## src/rtl/smac_unit.sv

```systemverilog
`timescale 1ns/1ps
module smac_unit #(
  parameter int W = 16,
  parameter int AW = 3,
  parameter logic [7:0] MODE_MAC = 8'h48
) (
  input  logic          clk,
  input  logic          rst_n,
  input  logic          wr_en,
  input  logic [AW-1:0] addr,
  input  logic [W-1:0]  wdata,
  output logic [W-1:0]  rdata,
  output logic          irq
);
  localparam int PW = 2 * W;
  localparam logic [AW-1:0] A_MODE = AW'(0), A_ACCL = AW'(1), A_ACCH = AW'(2), A_MCND = AW'(3),
                            A_MPLR = AW'(4), A_PRDL = AW'(5), A_PRDH = AW'(6), A_STAT = AW'(7);

  logic [7:0]    mode_q;
  logic [W-1:0]  mcnd_q, mplr_q;
  logic [PW-1:0] prod_q, acc_q;
  logic          mul_v, acc_v, sign_q, ovf_q;
  logic          busy;

  assign busy = mul_v | acc_v;

  wire wr_mplr  = wr_en && addr == A_MPLR && !busy;
  wire start_op = wr_mplr && mode_q == MODE_MAC;
  wire wr_accl  = wr_en && addr == A_ACCL && !busy;
  wire wr_acch  = wr_en && addr == A_ACCH && !busy;

  wire [PW-1:0] prod_c = PW'($signed(mcnd_q)) * PW'($signed(mplr_q));
  wire [PW-1:0] sum    = acc_q + prod_q;
  wire ovf_now = (acc_q[PW-1] == prod_q[PW-1]) && (sum[PW-1] != acc_q[PW-1]);

  always_ff @(posedge clk or negedge rst_n) begin
    if (!rst_n) begin
      mode_q <= '0;
      mcnd_q <= '0;
      mplr_q <= '0;
      prod_q <= '0;
      acc_q  <= '0;
      mul_v  <= 1'b0;
      acc_v  <= 1'b0;
      sign_q <= 1'b0;
      ovf_q  <= 1'b0;
      irq    <= 1'b0;
    end else begin
      irq   <= 1'b0;
      mul_v <= start_op;
      acc_v <= mul_v;
      if (wr_en && addr == A_MODE) begin
        mode_q <= wdata[7:0];
        ovf_q  <= 1'b0;
      end
      if (wr_en && addr == A_STAT && !wdata[1]) ovf_q <= 1'b0;
      if (wr_en && addr == A_MCND) mcnd_q <= wdata;
      if (wr_mplr) mplr_q <= wdata;
      if (mul_v) prod_q <= prod_c;
      if (wr_accl) acc_q[W-1:0] <= wdata;
      if (wr_acch) begin
        acc_q[PW-1:W] <= wdata;
        sign_q        <= wdata[W-1];
      end
      if (acc_v) begin
        acc_q  <= sum;
        sign_q <= sum[PW-1];
        if (ovf_now) begin
          ovf_q <= 1'b1;
          irq   <= 1'b1;
        end
      end
    end
  end

  always_comb begin
    case (addr)
      A_MODE:  rdata = {{(W-8){1'b0}}, mode_q};
      A_ACCL:  rdata = acc_q[W-1:0];
      A_ACCH:  rdata = acc_q[PW-1:W];
      A_MCND:  rdata = mcnd_q;
      A_MPLR:  rdata = mplr_q;
      A_PRDL:  rdata = prod_q[W-1:0];
      A_PRDH:  rdata = prod_q[PW-1:W];
      A_STAT:  rdata = {{(W-3){1'b0}}, busy, ovf_q, sign_q};
      default: rdata = '0;
    endcase
  end
endmodule

```

## config.mk

```make
export PLATFORM = sky130hd
export DESIGN_NAME = smac_unit
export DESIGN_NICKNAME = d
export VERILOG_FILES = /design/src/rtl/smac_unit.sv
export SDC_FILE = /design/constraint.sdc
export NUM_CORES = 1
export LEC_CHECK = 0
export BUFFER_PORTS_ARGS = -buffer_cell sky130_fd_sc_hd__buf_2
export CAP_MARGIN = 40
export CORE_AREA = 2 2 170 172
export CTS_CLUSTER_DIAMETER = 60
export DETAILED_ROUTE_END_ITERATION = 10
export DIE_AREA = 0 0 172 174
export GPL_TIMING_DRIVEN = 0
export PLACE_DENSITY_LB_ADDON = 0.2
export SLEW_MARGIN = 20
export SYNTH_ARGS = -nofsm -noshare
export SYNTH_HDL_FRONTEND = slang
export SYNTH_SLANG_ARGS = --single-unit
export TNS_END_PERCENT = 30
```

## constraint.sdc

```tcl
create_clock -name clk -period 7.3 [get_ports clk]
set_input_delay 1.46 -clock clk [delete_from_list [all_inputs] [get_ports clk]]
set_output_delay 1.46 -clock clk [all_outputs]
set_load 0.05 [all_outputs]
```

## Word level (Yosys, flattened, before mapping)

Index checks and enable logic that the tools add are counted.

| word-level totals | value |
|---|---|
| register bits | 109 |
| word-level logic and storage cells | 53 |

| operators by class | value |
|---|---|
| $add $sub $neg | 1 |
| multipliers | 1 |
| equal/unequal tests | 10 |
| mux-type cells | 12 |
| bitwise gates (word level) | 1 |
| reductions and logical operators | 17 |

Operators by type and width:

| cell | number |
|---|---|
| case mux 16 bit (8 select lines) | 1 |
| adder 32 bit | 1 |
| multiplier 16 x 16 -> 32 bit | 1 |
| two-way mux 16 bit | 2 |
| two-way mux 32 bit | 1 |
| equality test 3 bit (second input constant) | 4 |
| logical AND 1 bit | 12 |
| equality test 8 x 7 -> 1 bit (second input constant) | 1 |
| two-way mux 1 bit | 8 |
| equality test 3 x 2 -> 1 bit (second input constant) | 2 |
| nonzero test 2 bit | 2 |
| equality test 3 x 1 -> 1 bit (second input constant) | 1 |
| logical NOT 3 bit | 1 |
| logical NOT 1 bit | 2 |
| equality test 1 bit | 1 |
| != test 1 bit | 1 |
| bitwise OR 1 bit | 1 |

## Depth between registers and ports, before layout

Gate-level depths: netlist (run 1).

| depth | value |
|---|---|
| depth after elaboration | 6 |
| mapped depth | 25 |
| mapped depth without buffers | 22 |

## Worst setup path before layout (run 1)

No wires, ideal clock.

| path | value |
|---|---|
| path type | register -> register |
| start | reg mcnd_q[15] |
| end | reg prod_q[28] |
| library setup time | 0.125 ns |
| arrival | 6.048 ns |
| path slack | 1.127 ns |
| cell stages (with the launch flop) | 24 |
| buffers on the path | 2 |
| clock period less this slack | 6.173 ns |
| cell sequence | dfrtp_1 -> clkbuf_1 -> clkbuf_1 -> nand2_1 -> inv_1 -> fa_1 -> fa_1 -> inv_1 -> fa_1 -> inv_1 -> fa_1 -> fa_1 -> inv_1 -> fa_1 -> inv_1 -> ha_1 -> and3_1 -> nand2_1 -> or3_1 -> a21o_1 -> a31oi_1 -> a31oi_1 -> xnor2_1 -> mux2_2 |

| between the ends | value |
|---|---|
| cells in the longest elaborated chain, start to end | 1 |

RTL lines:

| item | RTL line | text |
|---|---|---|
| start: declaration | 20 | `logic [W-1:0] mcnd_q, mplr_q;` |
| start signal: assignment | 57 | `if (wr_en && addr == A_MCND) mcnd_q <= wdata;` |
| multiplier 16 x 16 -> 32 bit | 32 | `wire [PW-1:0] prod_c = PW'($signed(mcnd_q)) * PW'($signed(mplr_q));` |
| end signal: assignment | 59 | `if (mul_v) prod_q <= prod_c;` |
| end: declaration | 21 | `logic [PW-1:0] prod_q, acc_q;` |

Every way passes these cells.
A chain may end at the register's enable or synchronous reset.

## Final worst setup path (run 1)

| path | value |
|---|---|
| start | reg mcnd_q[12] |
| end | reg prod_q[29] |

Same word-level chain as after synthesis.

==> results.cfg, run 1 <==
[setup_path]
slowest_stage = dfrtp_1
critPathKind = reg2reg
crit_top_cell = fa_1
start_kind = flip-flop
r2r-end = prod_q[29]
critical_path_required_ns = 7.55
regToRegStartpoint = mcnd_q[12]
arrival_ns = 7.28
crit_fanout = 10
cp_cell_sequence = clkbuf_1, nand2_1, fa_1, fa_1, fa_1, inv_1, fa_1, fa_1, inv_1, fa_1, inv_1, ha_1, nand2_1, nand2_1, a31oi_1, or3b_2, o31ai_2, o211a_1, nor3_1, xnor2_1, mux2_2
r2r_cells = 21
r2r_slack_ns = 0.27
critPathCaptureType = flip-flop
max_stage_delay_ns = 0.60

[route]
ant_nets = 0
wl_per_cell_um = 21.9
via_count = 13000
wl_um = 48200
via_per_inst = 5.91
drc = 0
firstDrtPassIters = 6
first_iter_violations = 1192

[logic_synthesis]
ys.warnings.count = 0
ys_seq_area_frac = 0.163
synth-seq-cells = 108
synth-edff-count = 0
ys_types = 67
synth_area_leaders = fa_1 32%, dfrtp_1 16%, ha_1 8.5%
synthCells = 1773
yosysTopAreaCellShare = 0.318
synth_fp_nets = 2171
synth-async-reset-ratio = 1.00
syn_avg_cell_area_um2 = 9.33
synth_area_mm2 = 0.0165
synthFlopType = dfrtp_1
yosys.area.top_type = fa_1

[die]
fp.dieH_um = 174
rows = 62
io_pins = 39
start_util = 0.586
core_mm2 = 0.0282
dieArea_mm2 = 0.0299
die_w_um = 172

[grt]
antenna_found_initial = 0
grt_pass1_wl_um = 77000
grt_max_degree = 66
grt_pass1_vias = 13700
grt_remaining_overflow = 0
grt_use_total = 0.344

[sta]
min_period_ns = 7.03
grt_setup_unrepaired = no
fmax_mhz = 142
slew_violations = 0
maxSlewHeadroom = 0.457
finClkSkew_ns = 0.00955
tns_ns = 0
hold_violations = 0
setup_viol = 0
hold_ws_ns = 0.434
max_slew.worst_pin.slew_ns = 0.809
finalCritPeriodShare = 0.963

[clock_tree]
h-tree-depth = 3
postCtsSetupRepairBufs = 0
clock_latency_ns = 0.36
cts_buffers = 9
cts_tree = done
clk_pin_slew_worst_paths_ns = 0.08
cts_max_path_buffers = 2
cts_sinks = 108
holdBufCountCts = 0
cts-root-buf = clkbuf_16

[outcome]
outcome = finished clean

[worst_hold_path]
holdPathEnd = acc_v
min_path_type = reg2reg
hp-start = mul_v
worstHoldPathCells = 0

[layout]
drive_above_1_share = 0.0812
area_growth_pct = 6.25
n_antenna_cell = 0
nets = 2215

[placement]
gp_congestion = 0.975
hpwl_um = 39300
portBuffers = 36

[run]
max_cap_viol_count = 0
==> cells in the mapped netlist, drive strengths merged (30+ instances only) <==
| master | number |
|---|---|
| o21ai | 48 |
| nand2 | 159 |
| mux2 | 69 |
| a21o | 30 |
| clkbuf | 70 |
| fa | 263 |
| inv | 349 |
| nor2 | 78 |
| xnor2 | 40 |
| ha | 113 |
| and2 | 122 |
| a21oi | 67 |
| dfrtp | 108 |
==> kinds of logic after synthesis <==
family                     share of synthesized area
muxes                                         0.0566
xor gates and xnor gates                      0.0307
buffers and inverters                         0.0962
and+or+nand+nor                                0.133
adders and majority gates                      0.404
DFF                                            0.163
AOI/OAI and AO/OA                              0.117
==> worst max-delay path by stage <==
stage / cells past startpoint / end / slack, ns / from
after floorplan: 23 / prod_q[28] / 1.13 / mcnd_q[15]
after global placement: 24 / prod_q[29] / 0.07 / mplr_q[7]
after detailed placement: 24 / prod_q[29] / -0.003 / mplr_q[7]
after CTS: 24 / prod_q[29] / 0.05 / mplr_q[8]
after global routing: 23 / prod_q[29] / 0.007 / mplr_q[7]
final: 21 / prod_q[29] / 0.27 / mcnd_q[12]
==> registers in the layout, summed over array words and instances, names as in the netlist <==
signal	count
acc_v	1
mode_q	8
acc_q	32
mul_v	1
irq	1
mcnd_q	16
prod_q	32
mplr_q	16
ovf_q	1
==> cell usage in the layout, fill, tap and decap left out, types with 4 or more instances in the layout <==
cell type	n
inv_1	349
fa_1	263
nand2_1	159
and2_1	122
ha_1	113
dfrtp_1	107
nor2_1	78
mux2_2	68
a21oi_1	67
clkbuf_1	50
o21ai_0	45
xnor2_1	40
buf_2	35
a21o_1	30
a222oi_1	19
xor2_1	18
mux2i_1	16
o21a_1	16
nor3_1	16
nand2b_1	14
a22oi_1	14
clkbuf_2	13
a221oi_1	13
nand3_1	12
or3_1	9
clkbuf_16	9
nor2b_1	8
a22o_1	8
and3_1	7
o21bai_1	7
a31oi_1	7
a211oi_1	7
o31ai_1	6
o22ai_1	4
nand4_1	4
==> through the flow <==
| step | cell area [um2] | util | instances | worst slack [ns] |
|---|---|---|---|---|
| 6_report | 17600 | 0.623 | 2206 | 0.271 |
| 5_1_grt | 17600 | 0.623 | 2206 | 0.00733 |
| 4_1_cts | 17600 | 0.622 | 2211 | 0.0540 |
| 3_5_place_dp | 17300 | 0.611 | 2196 | -0.00336 |
| 3_3_place_gp | 17200 | 0.609 | 2193 | 0.0681 |
| 2_1_floorplan | 16500 | - | 1773 | 1.13 |
==> routing by layer <==
layer / vias to the layer above / share of wire / GRT usage
met3: 98 / 0.088 / 0.0521
met1: 6618 / 0.41 / 0.487
li1: 5776 / - / -
met5: - / 0 / 0
met4: 0 / 0.030 / 0.102
met2: 549 / 0.47 / 0.552
==> critical path: cells and delay by family, from the launching register on <==
family,cells,cell delay [ns]
fa+ha+maj,7,3.43
simple gates,5,0.95
compound gates,3,0.79
buf+inv,4,0.74
flops,1,0.60
mux,1,0.26
xor+xnor,1,0.13
==> final cells by class <==
class,count,area (um2)
Buffer,66,264
Clock buffer,10,239
Clock inverter,6,77.6
Fill cell,2432,10700
Inverter,351,1320
Multi-Input combinational cell,1241,12300
Sequential cell,108,2700
Tap cell,384,480
Timing Repair Buffer,40,240
==> repair_timing <==
item | CTS | global route
cloned | 0 | 0
setup endpoints to repair | 1 | 6
hold endpoints to repair | 0 | 0
resized for setup | 0 | 27
Power of run 1 is left out: the tool's default activity adds up to more than one toggle a clock period on the data nets, which glitch-free logic cannot reach.
==> run 2, diff against run 1 <==
--- a/config.mk
+++ b/config.mk
@@ -5,12 +5,13 @@
 export SDC_FILE = /design/constraint.sdc
 export NUM_CORES = 1
 export LEC_CHECK = 0
+export ABC_AREA = 1
 export BUFFER_PORTS_ARGS = -buffer_cell sky130_fd_sc_hd__buf_2
 export CAP_MARGIN = 40
-export CORE_AREA = 2 2 170 172
+export CORE_AREA = 2 2 178 180
 export CTS_CLUSTER_DIAMETER = 60
 export DETAILED_ROUTE_END_ITERATION = 10
-export DIE_AREA = 0 0 172 174
+export DIE_AREA = 0 0 180 182
 export GPL_TIMING_DRIVEN = 0
 export PLACE_DENSITY_LB_ADDON = 0.2
 export SLEW_MARGIN = 20
==> run 2 against run 1 <==
  * Final cell count rose by 38%
  * Hold slack better by 0.0058 ns
  * Area after synthesis is 9.8% higher
  * Cell area is 10% higher
  * Maximum frequency up 0.35%
  * Worst setup slack better by 0.025 ns
  * Sequential share of layout area decreased by 1.4 points
  * Critical path depth up 1
  * Non-clock buffer count grew 42
  * Via count rose by 29%
  * First-iteration DRC count is 41% higher
  * Global-route usage grew 4.3 points
  * Critical endpoint is now prod_q[26]
  * Largest cell class unchanged
==> results.cfg, run 2 <==
[layout]
reg_top3 = acc_q: 32 flops, prod_q: 32 flops
area_growth_pct = 6.68
final_area_mm2 = 0.0194
n_antenna_cell = 0
multi_input_area_mm2 = 0.0125
nets = 3042
layout_commonest_cell = nand2_1
mostFrequentLayoutCells = 792 x nand2_1, 674 x inv_1, 263 x fa_1
n_fill_cell = 2902
regArea_mm2 = 0.00270
drive_above_1_share = 0.0434

[logic_synthesis]
yosys.area.top_type = fa_1
syn_avg_cell_area_um2 = 7.05
synthMuxAreaShare = 0
synth_fp_nets = 2975
synthCells = 2577
synth_fa_ha_area_frac = 0.368
ys.warnings.count = 0
synth-simple-area-share = 0.242
yosysMostFrequentCell = nand2_1
netlist_top_cells_count = 792 x nand2_1, 674 x inv_1, 263 x fa_1, 123 x nand3_1, 113 x ha_1
synth_area_leaders = fa_1 29%, nand2_1 16%, dfrtp_1 15%
synth-compound-area-share = 0.0729
synthFlopType = dfrtp_1
yosysTopAreaCellShare = 0.290
synth_area_mm2 = 0.0182
synth_top_family_by_area = adder cells
synth-seq-cells = 108
synthXorXnorAreaFrac = 0.00675
ys_seq_area_frac = 0.149
synth-edff-count = 0
ys_types = 43
synth-async-reset-ratio = 1.00

[die]
core_mm2 = 0.0310
io_pins = 39
die_w_um = 180
fp.dieH_um = 182
rows = 65
dieArea_mm2 = 0.0328
start_util = 0.587

[route]
via_per_inst = 5.53
via_count = 16900
ant_nets = 0
firstDrtPassIters = 6
first_iter_violations = 1679
drc = 0
wl_um = 60900
wl_per_cell_um = 20.0

[placement]
gp_congestion = 1.02
portBuffers = 38
placed_cell_area_mm2 = 0.0190
hpwl_um = 51000

[clock_tree]
cts-root-buf = clkbuf_16
cts_sinks = 108
holdBufCountCts = 0
cts_max_path_buffers = 2
cts_tree = done
clk_pin_slew_worst_paths_ns = 0.08
cts_buffers = 9
h-tree-depth = 3
clock_latency_ns = 0.37

[sta]
finClkSkew_ns = 0.0141
slew_violations = 0
setup_viol = 0
hold_violations = 0
max_slew.worst_pin.slew_ns = 0.970
grt_setup_unrepaired = no
tns_ns = 0
min_period_ns = 7.00
finalCritPeriodShare = 0.960
maxSlewHeadroom = 0.353
fmax_mhz = 143

[grt]
grt_max_degree = 68
antenna_found_initial = 0
grt_use_total = 0.387
grt_remaining_overflow = 0
grt_pass1_wl_um = 95800
grt_pass1_vias = 17000

[setup_path]
crit_fanout = 10
slowest_stage = fa_1
arrival_ns = 7.25
cp_top_family = adder cells
cp_cell_sequence = clkbuf_1, clkbuf_2, nand2_1, fa_1, inv_1, fa_1, inv_1, fa_1, fa_1, fa_1, fa_1, inv_1, ha_1, nand2_1, nor2_1, nand2_1, nor2_1, nand2_1, nand3_1, nand2_1, nand3_1, nand2_1
critical_path_required_ns = 7.54
cp_num_buf_inv = 5
max_stage_delay_ns = 0.85
critPathKind = reg2reg
start_kind = flip-flop
critPathCaptureType = flip-flop

[outcome]
outcome = finished clean

[run]
max_cap_viol_count = 0

[worst_hold_path]
min_path_type = reg2reg
[run 2: cell count changes in the layout (fill, tap and decap cells not counted), moves of 19 or more]
cell / change
nor2_1: +27
and2_1: -119
inv_1: +325
a222oi_1: -19
mux2_2: -68
nand4_1: +23
a21o_1: -25
nand3_1: +111
o21ai_0: +38
nand2_1: +633
xnor2_1: -27
[run 2: final cells by class]
| cell class | instances | share of cell area |
|---|---|---|
| Clock inverter | 7 | 0.00316 |
| Sequential cell | 108 | 0.139 |
| Inverter | 683 | 0.132 |
| Buffer | 92 | 0.0199 |
| Timing Repair Buffer | 56 | 0.0218 |
| Tap cell | 402 | 0.0259 |
| Clock buffer | 9 | 0.0116 |
| Multi-Input combinational cell | 1694 | 0.646 |
[run 2: layer usage]
| layer | track usage | vias to the layer above | part of all wire |
|---|---|---|---|
| met4 | 0.125 | 0 | 0.033 |
| met5 | 0 | - | 0 |
| met2 | 0.581 | 882 | 0.43 |
| met3 | 0.114 | 112 | 0.12 |
| met1 | 0.541 | 8133 | 0.42 |
| li1 | - | 7747 | - |
[run 2: cell families after synthesis]
group / count (synthesis)
AO/OA/AOI/OAI: 221
XOR/XNOR: 14
adder cells (fa/ha/maj): 376
buffers and inverters: 775
flip-flops: 108
AND/OR/NAND/NOR: 1083
[run 2: through the flow]
stage | util | instances | hold slack, ns | worst slack (ns)
after floorplan | - | 2577 | 0.370 | 1.70
after global placement | 0.609 | 3017 | 0.415 | 0.357
after detailed placement | 0.613 | 3027 | 0.407 | 0.238
after CTS | 0.623 | 3043 | 0.432 | 0.218
after global routing | 0.626 | 3051 | 0.452 | 0.0332
final | 0.626 | 3051 | 0.440 | 0.295
[run 2: worst paths after layout]
path	start	to	slack, ns	cells after the start
worst min register to register	mul_v	acc_v	0.44	0
worst max register to register	mplr_q[6]	prod_q[26]	0.30	22
worst max-delay path	mplr_q[6]	prod_q[26]	0.30	22
worst min-delay path	mul_v	acc_v	0.44	0
max in group asynchronous	rst_n	acc_q[29]	5.56	2
min in group asynchronous	rst_n	acc_q[1]	1.02	1
[run 2: repair_timing]
item                                    in CTS  in global routing
resized for setup                            0                  1
setup buffers                                0                  0
endpoints found under the setup margin       0                  9
[run 2: worst reg2reg max path, cell delays in order (launching register included)]
cell and delay [ns]:
dfrtp_1 0.33, clkbuf_1 0.72, clkbuf_2 0.50, nand2_1 0.13
fa_1 0.56, inv_1 0.07, fa_1 0.85, inv_1 0.13
fa_1 0.51, fa_1 0.58, fa_1 0.43, fa_1 0.54
inv_1 0.06, ha_1 0.37, nand2_1 0.10, nor2_1 0.28
nand2_1 0.11, nor2_1 0.11, nand2_1 0.11, nand3_1 0.11
nand2_1 0.05, nand3_1 0.17, nand2_1 0.07
Power of run 2 is left out for the same reason.
